--- src/rtl/pis_pkg.sv ---
package pis_pkg;
    // Phase order is behaviour: strobes follow this sequence.
    typedef enum logic [2:0] {
        PH_IDLE = 3'd0,
        PH_SEN  = 3'd1,
        PH_GAP  = 3'd2,
        PH_SRST = 3'd3,
        PH_WAIT = 3'd4,
        PH_TAIL = 3'd5
    } phase_e;

    localparam int NUM_TIMED = 4;  // programmable phases before the tail
endpackage

--- src/rtl/pis_phase_sel.sv ---
// Picks the next phase with a nonzero length after the current one.
module pis_phase_sel
    import pis_pkg::*;
#(
    parameter int DUR_W       = 4,
    parameter int TAIL_CYCLES = 8,
    parameter int CNT_W       = 5
) (
    input  phase_e                       cur,
    input  logic [NUM_TIMED*DUR_W-1:0]   lens,   // [0]=enable [1]=gap [2]=reset [3]=settle
    output phase_e                       nxt,
    output logic [CNT_W-1:0]             nxt_len
);
    always_comb begin
        nxt     = PH_TAIL;
        nxt_len = CNT_W'(TAIL_CYCLES);
        // descending scan so the earliest eligible phase wins
        for (int i = NUM_TIMED - 1; i >= 0; i--) begin
            if ((i + 1) > int'(cur) && lens[i*DUR_W +: DUR_W] != '0) begin
                nxt     = phase_e'(3'(i + 1));
                nxt_len = CNT_W'(lens[i*DUR_W +: DUR_W]);
            end
        end
    end
endmodule

--- src/rtl/pis_seq.sv ---
// Phase sequencer: latches lengths at start, walks phases, pulses done.
module pis_seq
    import pis_pkg::*;
#(
    parameter int DUR_W       = 4,
    parameter int TAIL_CYCLES = 8
) (
    input  logic                       clk,
    input  logic                       rst_n,
    input  logic                       start,
    input  logic [NUM_TIMED*DUR_W-1:0] lens_in,
    output phase_e                     phase,
    output logic                       done
);
    localparam int TAIL_W = $clog2(TAIL_CYCLES + 1);
    localparam int CNT_W  = (DUR_W > TAIL_W) ? DUR_W : TAIL_W;

    typedef struct packed {
        phase_e                     phase;
        logic [CNT_W-1:0]           cnt;
        logic [NUM_TIMED*DUR_W-1:0] snap;
        logic                       done;
    } seq_t;

    seq_t s_q, s_d;

    logic [NUM_TIMED*DUR_W-1:0] sel_lens;
    phase_e                     sel_nxt;
    logic [CNT_W-1:0]           sel_len;

    assign sel_lens = (s_q.phase == PH_IDLE) ? lens_in : s_q.snap;

    pis_phase_sel #(
        .DUR_W(DUR_W), .TAIL_CYCLES(TAIL_CYCLES), .CNT_W(CNT_W)
    ) u_sel (
        .cur(s_q.phase), .lens(sel_lens), .nxt(sel_nxt), .nxt_len(sel_len)
    );

    always_comb begin
        s_d      = s_q;
        s_d.done = 1'b0;
        if (s_q.phase == PH_IDLE) begin
            if (start) begin
                s_d.snap  = lens_in;
                s_d.phase = sel_nxt;
                s_d.cnt   = sel_len - 1'b1;
            end
        end else if (s_q.cnt == '0) begin
            if (s_q.phase == PH_TAIL) begin
                s_d.phase = PH_IDLE;
                s_d.done  = 1'b1;
            end else begin
                s_d.phase = sel_nxt;
                s_d.cnt   = sel_len - 1'b1;
            end
        end else begin
            s_d.cnt = s_q.cnt - 1'b1;
        end
    end

    always_ff @(posedge clk) begin
        if (!rst_n) begin
            s_q <= '0;
        end else begin
            s_q <= s_d;
        end
    end

    assign phase = s_q.phase;
    assign done  = s_q.done;

    // Latched lengths hold still for the whole run.
    AST_SNAP_HELD: assert property (@(posedge clk) disable iff (!rst_n)
        (s_q.phase != PH_IDLE && $past(s_q.phase) != PH_IDLE) |-> $stable(s_q.snap));
    // Once in the tail the only way out is back to idle.
    AST_TAIL_EXIT: assert property (@(posedge clk) disable iff (!rst_n)
        (s_q.phase == PH_TAIL) |=> (s_q.phase == PH_TAIL || s_q.phase == PH_IDLE));
endmodule

--- src/rtl/phy_init_seq.sv ---
module phy_init_seq
    import pis_pkg::*;
#(
    parameter int DATA_W      = 32,
    parameter int DUR_W       = 4,
    parameter int TAIL_CYCLES = 8
) (
    input  logic              clk,
    input  logic              rst_n,
    input  logic              wr_en,
    input  logic [DATA_W-1:0] wr_data,
    output logic [DATA_W-1:0] rd_data,
    output logic              sync_en,
    output logic              sync_rst,
    output logic              busy,
    output logic              done
);
    localparam int FLD_W    = NUM_TIMED * DUR_W;
    localparam int START_B  = DATA_W - 1;
    localparam int SLOW_B   = DATA_W - 3;
    localparam int SDIO_B   = DATA_W - 4;
    // register field slots: reset length lowest, then gap, enable, settle
    localparam int RST_F    = 0;
    localparam int GAP_F    = 1;
    localparam int EN_F     = 2;
    localparam int WAIT_F   = 3;

    typedef struct packed {
        logic             slow;
        logic             sdio;
        logic [FLD_W-1:0] dur;
    } cfg_t;

    cfg_t   c_q, c_d;
    phase_e phase;
    logic   start;
    logic [FLD_W-1:0] lens_in;

    assign busy  = (phase != PH_IDLE);
    assign start = wr_en && wr_data[START_B] && !busy;

    // reorder register slots into sequencer phase order
    assign lens_in = { wr_data[WAIT_F*DUR_W +: DUR_W],
                       wr_data[RST_F*DUR_W  +: DUR_W],
                       wr_data[GAP_F*DUR_W  +: DUR_W],
                       wr_data[EN_F*DUR_W   +: DUR_W] };

    always_comb begin
        c_d = c_q;
        if (wr_en) begin
            c_d.slow = wr_data[SLOW_B];
            c_d.sdio = wr_data[SDIO_B];
            c_d.dur  = wr_data[FLD_W-1:0];
        end
    end

    always_ff @(posedge clk) begin
        if (!rst_n) begin
            c_q <= '0;
        end else begin
            c_q <= c_d;
        end
    end

    pis_seq #(.DUR_W(DUR_W), .TAIL_CYCLES(TAIL_CYCLES)) u_seq (
        .clk(clk), .rst_n(rst_n), .start(start), .lens_in(lens_in),
        .phase(phase), .done(done)
    );

    always_comb begin
        rd_data          = '0;
        rd_data[START_B] = busy;
        rd_data[SLOW_B]  = c_q.slow;
        rd_data[SDIO_B]  = c_q.sdio;
        rd_data[FLD_W-1:0] = c_q.dur;
    end

    assign sync_en  = (phase == PH_SEN);
    assign sync_rst = (phase == PH_SRST);

    AST_STROBE_EXCL: assert property (@(posedge clk) disable iff (!rst_n)
        !(sync_en && sync_rst));
    AST_DONE_SINGLE: assert property (@(posedge clk) disable iff (!rst_n)
        done |=> !done);
    AST_DONE_ON_CLEAR: assert property (@(posedge clk) disable iff (!rst_n)
        $fell(busy) |-> done);
    AST_DONE_IDLE: assert property (@(posedge clk) disable iff (!rst_n)
        done |-> !rd_data[START_B]);
    AST_END_QUIET: assert property (@(posedge clk) disable iff (!rst_n)
        $fell(busy) |-> $past(!sync_en && !sync_rst));
    AST_START_TAKES: assert property (@(posedge clk) disable iff (!rst_n)
        (wr_en && wr_data[START_B] && !busy) |=> busy);
endmodule

--- config.mk ---
export PLATFORM = sky130hd
export DESIGN_NAME = phy_init_seq
export DESIGN_NICKNAME = d
export VERILOG_FILES = /design/src/rtl/pis_pkg.sv /design/src/rtl/pis_phase_sel.sv /design/src/rtl/pis_seq.sv /design/src/rtl/phy_init_seq.sv
export SDC_FILE = /design/constraint.sdc
export NUM_CORES = 1
export LEC_CHECK = 0
export CAP_MARGIN = 20
export CORE_MARGIN = 5
export CORE_UTILIZATION = 46
export DETAILED_ROUTE_END_ITERATION = 12
export PLACE_DENSITY_LB_ADDON = 0.25
export SETUP_SLACK_MARGIN = 0.2
export SLEW_MARGIN = 20
export SYNTH_ARGS = -nofsm -noshare
export SYNTH_HDL_FRONTEND = slang
export SYNTH_SLANG_ARGS = --single-unit
--- constraint.sdc ---
create_clock -name clk -period 2.5 [get_ports clk]
set_input_delay 0.5 -clock clk [delete_from_list [all_inputs] [get_ports clk]]
set_output_delay 0.5 -clock clk [all_outputs]
set_load 0.02 [all_outputs]
==> impl_metrics.toml <==
[run_status]
status = "finished clean"

[routing]
ant_nets = 0
drtIter0Drc = 134
drc = 0
drt_wl_total_um = 5530
avgRoutedWirePerCell_um = 15.3
avgViaCountPerCell = 5.42
drtPass1Iterations = 4
vias = 1957

[worst_setup_path]
crit_fanout = 4
critical-path-max-stage-delay_ns = 0.57
critPathLaunchType = "flip-flop"
critPathSlowestCell = "or4_4"
r2r_slack_ns = 0.20
arrival_ns = 2.48
end_kind = "flip-flop"
critical_path_required_ns = 2.68
crit_type = "flip-flop to flip-flop"
path_cells = "or4_4 > a31o_4 > nor3_2 > o31ai_2 > ha_2 > nor3b_2 > a211o_1"

[layout]
syn_to_final_growth_pct = 39.9
drive_gt1_share_pct = 23.6
post-route-util_pct = 67.5
fin_cells = 361
num-nets-final = 345
n_antenna_cell = 0

[placed_design]
dp_hpwl_um = 3980
pre_cts_slack_ns = -0.152
gp_congestion = 0.859
dp.cells = 351
io_buffers = 44

[floorplanning]
dieHeight_um = 78.3
pin_count = 71
dieArea_um2 = 6120
num_rows = 24
coreArea_um2 = 4440
initial_core_util_pct = 48.2
die_x_um = 78.3

[timing]
min_period_ns = 2.30
rsz0062_at_grt = "yes"
fmax_ghz = 0.435
slew_viol_final = 0
fin_ws_ns = 0.199
fin_crit_sh_pct = 92.0
clock-skew-final_ns = 0.00964
finalSetupViolCount = 0
hold_violations = 0

[clocking]
cts_buffers = 5
cts_root_buffer = "clkbuf_8"
cts_max_level = 2
cts_tree = "done"
cts.path.max_buffers = 2
clock_latency_ns = 0.30
cts.sinks = 38
cts.clk_slew.worst_paths_ns = 0.08
ctsHoldBuffers = 0

[synth]
syn_inst = 243
synthMuxAreaShare_pct = 16.5
ys.flop_type = "dfxtp_1"
ys_seq_area_share_pct = 35.5
synth_xor_area_share_pct = 0.409
ys_types = 57
synth_edf_count = 0
syn_area_um2 = 2140
synth_top_family_by_area = "simple AND/OR/NAND/NOR gates"
synthAdderAreaFrac_pct = 1.17
yosys_register_bits = 38
ys_warn_count = 0
async_flop_share_pct = 0
yosys.area_share.simple_pct = 20.2
synth.avg_cell_area_um2 = 8.82
synth_compound_area_share_pct = 16.8

[power_and_ir_drop]
swShare_pct = 25.3
switching_power_mw = 0.414
pwr_density_cell_nw_per_um2 = 545
power_frac_comb_pct = 20.3
p_int_mw = 1.22
p_total_mw = 1.63
p_seq_share_pct = 40.2
p_leak_nw = 1.31
peakVddDrop_mv = 0.376
p_clk_share_pct = 39.6

[global_routing]
gr-total-overflow = 0
use_met3_pct = 5.26
use_met1_pct = 23.8
first_global_vias = 1868
grt_pass1_wl_um = 8990
grt-busiest-layer = "met2"
antenna_found_initial = 0
grt_max_degree = 22
grt.met2_usage_pct = 28.6
track_usage_pct = 18.3

[run]
maxCapViolCount = 0

[hold_path]
worstHoldPathType = "flip-flop to flip-flop"
## power groups by stage
stage	registers (mW)	clock network, mW	logic [mW]
2_1_floorplan	0.687	0	0.177
3_3_place_gp	0.668	0	0.311
3_5_place_dp	0.670	0	0.314
4_1_cts	0.656	0.655	0.322
5_1_grt	0.661	0.685	0.359
6_report	0.657	0.647	0.332
## worst paths after layout
check	to	cells after the start	from
min	rd_data[13]	2	rd_data[13]
min reg2reg	rd_data[13]	2	rd_data[13]
max reg2reg	u_seq.s_q[19]	7	u_seq.s_q[10]
max	u_seq.s_q[19]	7	u_seq.s_q[10]
## synthesized netlist by cell type (2+ instances only)
cell type / n / area [µm²]
inv_1: 6 / 22.5
buf_2: 4 / 20.0
o211ai_1: 2 / 15.0
o31ai_1: 2 / 15.0
a31oi_1: 2 / 12.5
buf_4: 17 / 128
mux2_2: 2 / 22.5
or2_2: 2 / 12.5
a211o_1: 2 / 17.5
nand2_1: 15 / 56.3
ha_1: 2 / 25.0
a22oi_2: 2 / 25.0
dfxtp_1: 38 / 761
o21ai_0: 5 / 25.0
a21oi_1: 8 / 40.0
nor2b_1: 2 / 12.5
clkbuf_1: 7 / 26.3
o32a_1: 2 / 20.0
nor3_1: 3 / 15.0
nor2_1: 46 / 173
nor4_1: 6 / 37.5
mux2i_1: 33 / 330
## cells in the final DEF (no fill, tap or decap), types with 6 or more instances in the layout
| cell | Yosys | final |
|---|---|---|
| clkdlybuf4s50_1 | 0 | 39 |
| nand2_1 | 15 | 14 |
| inv_1 | 6 | 6 |
| conb_1 | 1 | 13 |
| a21oi_1 | 8 | 8 |
| nor2_1 | 46 | 45 |
| clkbuf_8 | 0 | 6 |
| mux2i_1 | 33 | 33 |
| dfxtp_1 | 38 | 36 |
| buf_4 | 17 | 29 |
## registers in the layout, summed over array words and instances (netlist names)
name         cells
rd_data         18
u_seq.done       1
u_seq.s_q       16
u_seq.phase      3
## per-layer routing
metal	share of wire [%]	routed length, µm	vias to the layer above
met5	0	0	-
li1	-	-	969
met3	7.0	389	9
met1	44	2460	914
met2	47	2600	65
met4	1.6	86	0
## stage by stage
stage               TNS, ns  hold slack, ns  area, µm²
finish                    0           0.492       3000
global route              0           0.542       3000
CTS                       0           0.499       2920
detailed placement   -0.459           0.484       2730
global placement     -0.514           0.466       2730
floorplan                 0           0.451       2190
## cell families (layout without fill, tap and decap cells)
| group | after synthesis | count (layout) |
|---|---|---|
| mux | 35 | 35 |
| other cells | 1 | 13 |
| compound gates | 43 | 43 |
| flops | 38 | 38 |
| simple gates | 88 | 88 |
| buf+inv | 35 | 89 |
| fa+ha+maj | 2 | 2 |
| xor+xnor | 1 | 1 |
## what timing repair did
action                                  4_1_cts  5_1_grt
pin swaps                                     1        5
gates resized for setup                      10       16
setup buffers                                 2        0
gates cloned                                  0        0
endpoints found under the setup margin        5        6
## cell type report
class,count,area [µm²]
clock buffer,6,82.6
multi-input combinational,182,1330
sequential,38,763
tap,52,65.1
inverter,7,26.3
timing repair buffer,74,671
fill,354,1450
clock inverter,2,60.1
## critical path, delay by kind of cell (launching register included)
kind                     cells  cell delay [ns]
adder cells (fa/ha/maj)      1             0.20
flip-flops                   1             0.35
AO/OA/AOI/OAI                3             0.70
AND/OR/NAND/NOR              3             0.94
(Power assumes the default switching activity.)
